**src/rtl/i2c_cmd_master.sv**
```systemverilog
module i2c_cmd_master #(
  parameter int CNT_W = 16
) (
  input  logic             clk,
  input  logic             rst_n,
  input  logic             reg_we,
  input  logic [2:0]       reg_idx,
  input  logic [CNT_W-1:0] reg_wdata,
  output logic [CNT_W-1:0] reg_rdata,
  output logic             irq,
  output logic             scl_oe,
  output logic             sda_oe,
  input  logic             scl_in,
  input  logic             sda_in
);
  localparam logic [2:0] A_CTRL = 3'd0, A_CMD = 3'd1, A_CLR = 3'd2, A_STAT = 3'd3,
                         A_HCNT = 3'd4, A_LCNT = 3'd5, A_TXD = 3'd6, A_RXD = 3'd7;
  localparam logic [CNT_W:0] ONE = 1;

  typedef enum logic [3:0] {IDLE, ST_L, ST_H1, ST_H2, BIT_L, BIT_H, SP_L, SP_H1, SP_H2} st_t;

  st_t              state;
  logic [8:0]       ctrl;
  logic [6:0]       flags;
  logic [CNT_W-1:0] hcnt, lcnt;
  logic [CNT_W:0]   tmr;
  logic [7:0]       txd, rxd, sh;
  logic [3:0]       bc;
  logic             busy, hold, sda_r;
  logic             c_st, c_wr, c_rd, c_nack, c_sp;

  wire icr_we   = reg_we && reg_idx == A_CLR;
  wire cmd_go   = reg_we && reg_idx == A_CMD && ctrl[8] && state == IDLE && |reg_wdata[3:0];
  wire tmr_done = tmr == '0;
  wire [CNT_W:0] hload = {hcnt, 1'b1};
  wire [CNT_W:0] lload = {lcnt, 1'b1};
  wire [7:0] sh_nx = {sh[6:0], sda_in};
  wire c_byte = c_wr | c_rd;

  assign scl_oe = state == ST_L || state == BIT_L || state == SP_L || (state == IDLE && hold);
  assign sda_oe = sda_r;
  assign irq = ctrl[8] & ctrl[7] & |(flags & ctrl[6:0]);

  always_comb begin
    case (reg_idx)
      A_CTRL:  reg_rdata = CNT_W'(ctrl);
      A_STAT:  reg_rdata = CNT_W'({busy, flags});
      A_HCNT:  reg_rdata = hcnt;
      A_LCNT:  reg_rdata = lcnt;
      A_TXD:   reg_rdata = CNT_W'(txd);
      A_RXD:   reg_rdata = CNT_W'(rxd);
      default: reg_rdata = '0;
    endcase
  end

  always_ff @(posedge clk or negedge rst_n) begin
    if (!rst_n) begin
      state <= IDLE; ctrl <= '0; flags <= '0; hcnt <= '0; lcnt <= '0; tmr <= '0;
      txd <= '0; rxd <= '0; sh <= '0; bc <= '0; busy <= 1'b0; hold <= 1'b0; sda_r <= 1'b0;
      c_st <= 1'b0; c_wr <= 1'b0; c_rd <= 1'b0; c_nack <= 1'b0; c_sp <= 1'b0;
    end else begin
      if (reg_we) begin
        case (reg_idx)
          A_CTRL:  ctrl <= reg_wdata[8:0];
          A_HCNT:  hcnt <= reg_wdata;
          A_LCNT:  lcnt <= reg_wdata;
          A_TXD:   txd  <= reg_wdata[7:0];
          default: ;
        endcase
      end
      if (icr_we) flags <= flags & ~reg_wdata[6:0];
      if (state != IDLE && !tmr_done) tmr <= tmr - ONE;
      case (state)
        IDLE: if (cmd_go) begin
          c_st <= reg_wdata[3]; c_wr <= reg_wdata[1]; c_rd <= reg_wdata[2] & ~reg_wdata[1];
          c_nack <= reg_wdata[4]; c_sp <= reg_wdata[0]; bc <= '0; sh <= txd;
          if (reg_wdata[3]) begin
            state <= busy ? ST_L : ST_H1; tmr <= busy ? lload : hload; sda_r <= 1'b0;
          end else if (reg_wdata[2] | reg_wdata[1]) begin
            state <= BIT_L; tmr <= lload; sda_r <= reg_wdata[1] & ~txd[7];
          end else begin
            state <= SP_L; tmr <= lload; sda_r <= 1'b1;
          end
        end
        ST_L:  if (tmr_done) begin state <= ST_H1; tmr <= hload; end
        ST_H1: if (tmr_done) begin
          state <= ST_H2; tmr <= hload; sda_r <= 1'b1; busy <= 1'b1; flags[6] <= 1'b1;
        end
        ST_H2: if (tmr_done) begin
          if (c_byte) begin state <= BIT_L; tmr <= lload; sda_r <= c_wr & ~sh[7]; end
          else if (c_sp) begin state <= SP_L; tmr <= lload; sda_r <= 1'b1; end
          else begin state <= IDLE; hold <= busy; flags[0] <= 1'b1; end
        end
        BIT_L: if (tmr_done) begin state <= BIT_H; tmr <= hload; end
        BIT_H: if (tmr_done) begin
          if (bc != 4'd8) begin
            if (c_wr && !sda_r && !sda_in) begin
              state <= IDLE; sda_r <= 1'b0; hold <= 1'b0; flags[1] <= 1'b1;
            end else begin
              sh <= sh_nx; bc <= bc + 4'd1; state <= BIT_L; tmr <= lload;
              if (bc == 4'd7 && !c_wr) rxd <= sh_nx;
              if (bc == 4'd7) sda_r <= c_wr ? 1'b0 : ~c_nack;
              else sda_r <= c_wr & ~sh_nx[7];
            end
          end else begin
            if (c_wr) begin
              flags[4] <= 1'b1;
              if (sda_in) flags[2] <= 1'b1;
            end else flags[3] <= 1'b1;
            if (c_sp) begin state <= SP_L; tmr <= lload; sda_r <= 1'b1; end
            else begin state <= IDLE; hold <= busy; flags[0] <= 1'b1; end
          end
        end
        SP_L:  if (tmr_done) begin state <= SP_H1; tmr <= hload; end
        SP_H1: if (tmr_done) begin state <= SP_H2; tmr <= hload; sda_r <= 1'b0; end
        SP_H2: if (tmr_done) begin
          state <= IDLE; busy <= 1'b0; hold <= 1'b0; flags[5] <= 1'b1; flags[0] <= 1'b1;
        end
        default: state <= IDLE;
      endcase
    end
  end

  wire unused_ok = &{1'b0, scl_in, c_st};
endmodule

```
**config.mk**
```make
export PLATFORM = sky130hd
export DESIGN_NAME = i2c_cmd_master
export DESIGN_NICKNAME = d
export VERILOG_FILES = /design/src/rtl/i2c_cmd_master.sv
export SDC_FILE = /design/constraint.sdc
export NUM_CORES = 1
export LEC_CHECK = 0
export BUFFER_PORTS_ARGS = -buffer_cell sky130_fd_sc_hd__buf_4
export CORE_ASPECT_RATIO = 0.8
export CORE_MARGIN = 2
export CORE_UTILIZATION = 60
export DETAILED_ROUTE_END_ITERATION = 8
export PLACE_DENSITY = 0.78
export SLEW_MARGIN = 25
export SYNTH_ARGS = -nofsm -noshare
export SYNTH_HDL_FRONTEND = slang
export SYNTH_SLANG_ARGS = --single-unit
```
**constraint.sdc**
```tcl
create_clock -name clk -period 3.1 [get_ports clk]
set_clock_uncertainty 0.1 [all_clocks]
set_input_delay 0.62 -clock clk [delete_from_list [all_inputs] [get_ports clk]]
set_output_delay 0.62 -clock clk [all_outputs]
set_load 0.1 [all_outputs]
```
Word-level counts from Yosys, hierarchy flattened
Cells that the tools add are included.
- output and inout bits: 19
- memories: 0
- bits in latches: 0
- RAM bits: 0
- register bits: 104
- bits in read-only memories: 0
- reduce and logical (&&, ||, !) cells: 39
- shift operators: 0
- equality and inequality tests: 30
- multipliers: 0
- $lt $le $gt $ge: 0
- $add $sub $neg: 2
- muxes and demuxes: 82
- divide/modulo/power cells: 0
- bitwise operators: 17
- operators with widths (operator ; number):
    17-bit two-way mux ; 11
    16-bit one-hot mux with 6 select lines ; 1
    17-bit one-hot mux with 4 select lines ; 1
    4-bit two-way mux ; 16
    4-bit one-hot mux with 9 select lines ; 1
    1-bit two-way mux ; 34
    8-bit two-way mux ; 4
    2-bit inequality test, second input constant ; 12
    4-bit by 3-bit equality test with 1-bit output, second input constant ; 5
    17-bit logical NOT ; 1
    17-bit by 1-bit subtractor with 17-bit output, second input constant ; 1
    8-bit one-hot mux with 2 select lines ; 1
    7-bit bitwise AND ; 2
    3-bit equality test, second input constant ; 4
    3-bit two-way mux ; 4
    6-bit AND reduction ; 2
    1-bit logical AND ; 10
    2-bit AND reduction ; 5
    5-bit AND reduction ; 2
    9-bit AND reduction ; 1
    4-bit by 2-bit equality test with 1-bit output, second input constant ; 2
    4-bit one-hot mux with 2 select lines ; 1
    7-bit two-way mux ; 1
    7-bit inverter ; 1
    other kinds (27) ; 47

Depth between registers and ports, before layout
- depth in word-level cells: 8
- depth in mapped cells: 10
- mapped depth without buffers: 8

Worst setup path before layout
OpenSTA, ideal clock, no wires.
- kind: input port to output port
- from: in reg_idx[2]
- to: out reg_rdata[5]
- stages on the path: 4
- required time: 2380 ps
- path slack: -1026 ps
- arrival time: 3406 ps
- cell sequence: buf_1 -> buf_2 -> clkbuf_1 -> o21ai_0
- word-level cells in the longest chain between the ends: 2
- elaborated cells on any way between the ends: 7
- classes of those cells: eq/ne (5); mux (1); reduce/logical (1)
- ends and longest elaborated chain (element ; line ; text):
    start, declared ; 7 ; input logic [2:0] reg_idx,
    3-bit equality test (tied with other cells) ; 45 ; case (reg_idx)
    16-bit one-hot mux with 6 select lines * ; 45 ;
    end, declared ; 9 ; output logic [CNT_W-1:0] reg_rdata,
Mark *: on every way between the ends. The rest lies on a longest branch, timed or not.

Worst setup path after layout
- from: reg tmr[0]
- to: reg tmr[5]
- word-level cells in the longest chain between the ends: 8
- elaborated cells on any way between the ends: 14
- classes of those cells: add/sub (1); mux (10); reduce/logical (3)
- ends and longest elaborated chain (element ; line ; text):
    start, declared ; 26 ; logic [CNT_W:0] tmr;
    start signal, assigned ; 72 ; if (state != IDLE && !tmr_done) tmr <= tmr - ONE;
    parallel branches: the longest is 7 deep, another holds 17-bit by 1-bit subtractor with 17-bit output ; -- ;
    17-bit one-hot mux with 4 select lines * ; 73 ; case (state)
Mark *: on every way between the ends.
A chain may end at the register's enable or synchronous reset.

==> insert_results.sql <==
INSERT INTO impl_metrics (metric_group, metric, value, unit) VALUES
('run_status', 'status', 'completed', ''),
('clocking', 'clk_pin_slew_worst_paths', '70', 'ps'),
('worst_setup_path', 'end_kind', 'flop', ''),
('power', 'max-vdd-ir-drop', '0.465', 'mV'),
('drt', 'viasPerCell', '6.55', ''),
('global_routing', 'grt_overflow_total', '0', ''),
('timing', 'timing.slew.headroom', '55.8', '%'),
('power', 'power.switching_fraction', '31.3', '%'),
('finish', 'finish.cell_count_without_fillers', '766', ''),
('synth', 'synth_top_flop_cell', 'sky130_fd_sc_hd__dfrtp_1', ''),
('timing', 'fin_hold_ws', '192', 'ps'),
('worst_setup_path', 'critical_path_arrival', '3050', 'ps'),
('power', 'clockPowerShare', '32.0', '%'),
('power', 'comb_power_share', '18.1', '%'),
('timing', 'grt_setup_unrepaired', 'no', ''),
('power', 'sequentialPowerShare', '49.9', '%'),
('flow_run', 'drv_cap', '0', ''),
('timing', 'finalMaxSlewViolations', '0', ''),
('synth', 'synth_top_area_share', '43.6', '%'),
('clocking', 'cts-resized-gates', '0', ''),
('finish', 'drive_gt1_share', '28.6', '%'),
('global_routing', 'number_of_antenna_violations_at_the_first_check_in_global_routing', '0', ''),
('floorplan', 'io_pins', '43', ''),
('timing', 'setup_viol', '0', ''),
('power', 'cellInternalPower', '2.29', 'mW'),
('worst_setup_path', 'crit_fanout', '7', ''),
('finish', 'syn_to_final_growth', '14.9', '%'),
('synth', 'netlist_area', '5970', 'um^2'),
('min_path', 'timing.hold.worst.class', 'input pin to asynchronous set/reset pin', ''),
('power', 'powerDensity', '485', 'nW/um^2'),
('placement', 'placed_cells_incl_taps', '751', ''),
('finish', 'antenna_cells', '0', ''),
('synth', 'synth.avg_cell_area', '10.2', 'um^2'),
('synth', 'ffs_latches_synth', '104', ''),
('clocking', 'htreeDepth', '3', ''),
('clocking', 'numClockSinks', '104', ''),
('clocking', 'cts_setup_buffers', '0', ''),
('drt', 'drt_pre_antenna_iters', '5', ''),
('timing', 'fmaxAchievable', '0.343', 'GHz'),
('drt', 'vias', '5016', ''),
('clocking', 'cts.root.buffer_cell', 'sky130_fd_sc_hd__clkbuf_16', ''),
('timing', 'timing.final.crit_period', '2920', 'ps'),
('synth', 'async_reset_ff_share', '100', '%'),
('clocking', 'post_cts_hold_buffer_count', '0', ''),
('drt', 'postRouteAntennaNets', '0', ''),
('clocking', 'clock_tree.buffer_depth', '2', ''),
('worst_setup_path', 'critPathRequiredTime', '3230', 'ps'),
('clocking', 'cts_tree', 'built', ''),
('floorplan', 'fp-row-count', '32', ''),
('synth', 'syn_nets', '614', ''),
('synth', 'synth_area_leader_cell', 'sky130_fd_sc_hd__dfrtp_1', ''),
('synth', 'synth_enable_flop_cells', '0', ''),
('timing', 'transition_time_at_the_pin_with_the_least_slew_margin', '657', 'ps'),
('power', 'power_spent_charging_and_discharging_nets', '1.04', 'mW'),
('power', 'power_leakage', '2.94', 'nW'),
('drt', 'detail_route.drc_violations', '0', ''),
('drt', 'wl_per_cell', '21.1', 'um'),
('clocking', 'cts_inserted_buffers', '9', ''),
('placement', 'io_buffers', '41', ''),
('floorplan', 'floorplan.core_area', '9650', 'um^2'),
('synth', 'ys_warn_count', '0', ''),
('synth', 'postSynthCellCount', '587', ''),
('drt', 'drt-initial-drc-count', '427', ''),
('placement', 'dp_hpwl', '11600', 'um'),
('timing', 'timing.final.crit_share', '94.1', '%'),
('worst_setup_path', 'launching_element_type_of_the_critical_path', 'flop', ''),
('drt', 'postRouteWirelength', '16200', 'um'),
('floorplan', 'initial_standard_cell_utilization_of_the_core', '61.9', '%'),
('synth', 'ys_types', '68', ''),
('clocking', 'worst_skew_pair.late_latency', '350', 'ps'),
('worst_setup_path', 'worst-r2r-setup-slack', '180', 'ps');
## path summary, 6_finish.rpt
| path | start | end |
|---|---|---|
| worst min-delay path | rst_n | txd[3] |
| worst max-delay path | tmr[0] | tmr[5] |
| worst max register to register | tmr[0] | tmr[5] |
| max in group asynchronous | rst_n | lcnt[10] |
| worst min register to register | c_nack | c_nack |
| min in group clk | reg_wdata[15] | hcnt[15] |
## critical path, stage by stage (launching register included)
cell                       delay, ps
sky130_fd_sc_hd__dfrtp_1         460
sky130_fd_sc_hd__inv_1            90
sky130_fd_sc_hd__ha_1            180
sky130_fd_sc_hd__nor4b_2         380
sky130_fd_sc_hd__and4_1          460
sky130_fd_sc_hd__o211ai_1        180
sky130_fd_sc_hd__a211oi_1        550
sky130_fd_sc_hd__a211oi_1        110
sky130_fd_sc_hd__a221o_1         290
## state kept, by name, summed over array words and instances (netlist names)
name,cells
bc,4
busy,1
c_nack,1
c_rd,1
c_sp,1
c_wr,1
ctrl,9
flags,7
hcnt,16
hold,1
lcnt,16
rxd,8
sda_oe,1
sh,8
state,4
tmr,17
txd,8
## power by group through the flow
| stage | Clock (mW) | Combinational, mW | Sequential (mW) |
|---|---|---|---|
| 3_5_place_dp | 0 | 0.602 | 1.68 |
| 5_1_grt | 1.13 | 0.642 | 1.68 |
| 6_report | 1.07 | 0.604 | 1.66 |
| 3_3_place_gp | 0 | 0.587 | 1.67 |
| 2_1_floorplan | 0 | 0.461 | 1.61 |
| 4_1_cts | 1.07 | 0.605 | 1.65 |
## per-layer routing
layer  part of all wire, %  wire, um  global-route usage (%)  vias to the layer above
li1                      -         -                       -                     2256
met1                    44      7200                    46.0                     2494
met2                    45      7280                    46.2                      226
met3                   8.1      1310                    6.68                       40
met4                   2.5       412                    10.5                        0
met5                     0         0                       0                        -
## cell families (layout without fill, tap and decap cells)
kind of cell / after synthesis / after routing / synth area share (%)
xor+xnor: 15 / 15 / 2.20
simple gates: 194 / 194 / 17.8
mux: 87 / 87 / 16.4
flops: 104 / 104 / 43.6
compound gates: 132 / 132 / 15.9
buf+inv: 52 / 95 / 3.50
fa+ha+maj: 3 / 3 / 0.628
## Yosys cell counts (7+ instances only)
library cell	number
sky130_fd_sc_hd__dfrtp_1	104
sky130_fd_sc_hd__nor2_1	71
sky130_fd_sc_hd__buf_2	11
sky130_fd_sc_hd__mux2_2	66
sky130_fd_sc_hd__clkbuf_1	24
sky130_fd_sc_hd__nand2_1	32
sky130_fd_sc_hd__xor2_1	9
sky130_fd_sc_hd__inv_1	12
sky130_fd_sc_hd__a22oi_1	13
sky130_fd_sc_hd__nor3_1	14
sky130_fd_sc_hd__mux2i_1	19
sky130_fd_sc_hd__nand3_1	16
sky130_fd_sc_hd__a221o_1	11
sky130_fd_sc_hd__a311oi_1	7
sky130_fd_sc_hd__a211oi_1	17
sky130_fd_sc_hd__a21oi_1	21
sky130_fd_sc_hd__o21ai_0	21
## cell type report
type | instances | area (um^2)
multi-input combinational | 431 | 3240
fill | 723 | 2780
sequential | 104 | 2600
timing repair buffer | 68 | 536
clock buffer | 10 | 229
tap | 136 | 170
inverter | 12 | 45.0
clock inverter | 5 | 42.5
## per-stage QoR
step	util (%)	setup TNS, ps	instance area [um^2]	setup WS (ps)
3_3_place_gp	68.3	0	6600	317
2_1_floorplan	-	-691	6050	-270
5_1_grt	71.2	0	6870	87.4
4_1_cts	71.2	0	6870	290
3_5_place_dp	68.3	0	6600	304
6_report	71.2	0	6870	184
## cell usage in the layout, fill, tap and decap left out, types with 7 or more instances in the layout
master,instances
sky130_fd_sc_hd__a211oi_1,17
sky130_fd_sc_hd__nor2_2,7
sky130_fd_sc_hd__buf_4,66
sky130_fd_sc_hd__a221o_1,11
sky130_fd_sc_hd__inv_1,12
sky130_fd_sc_hd__o21ai_0,19
sky130_fd_sc_hd__a21oi_1,16
sky130_fd_sc_hd__nor2_1,63
sky130_fd_sc_hd__mux2i_1,19
sky130_fd_sc_hd__nand2_1,32
sky130_fd_sc_hd__dfrtp_1,104
sky130_fd_sc_hd__mux2_2,66
sky130_fd_sc_hd__a311oi_1,7
sky130_fd_sc_hd__clkbuf_16,9
sky130_fd_sc_hd__nor3_1,13
sky130_fd_sc_hd__a22oi_1,13
sky130_fd_sc_hd__xor2_1,9
sky130_fd_sc_hd__nand3_1,16
No activity file was read; power rests on OpenSTA's default activity.
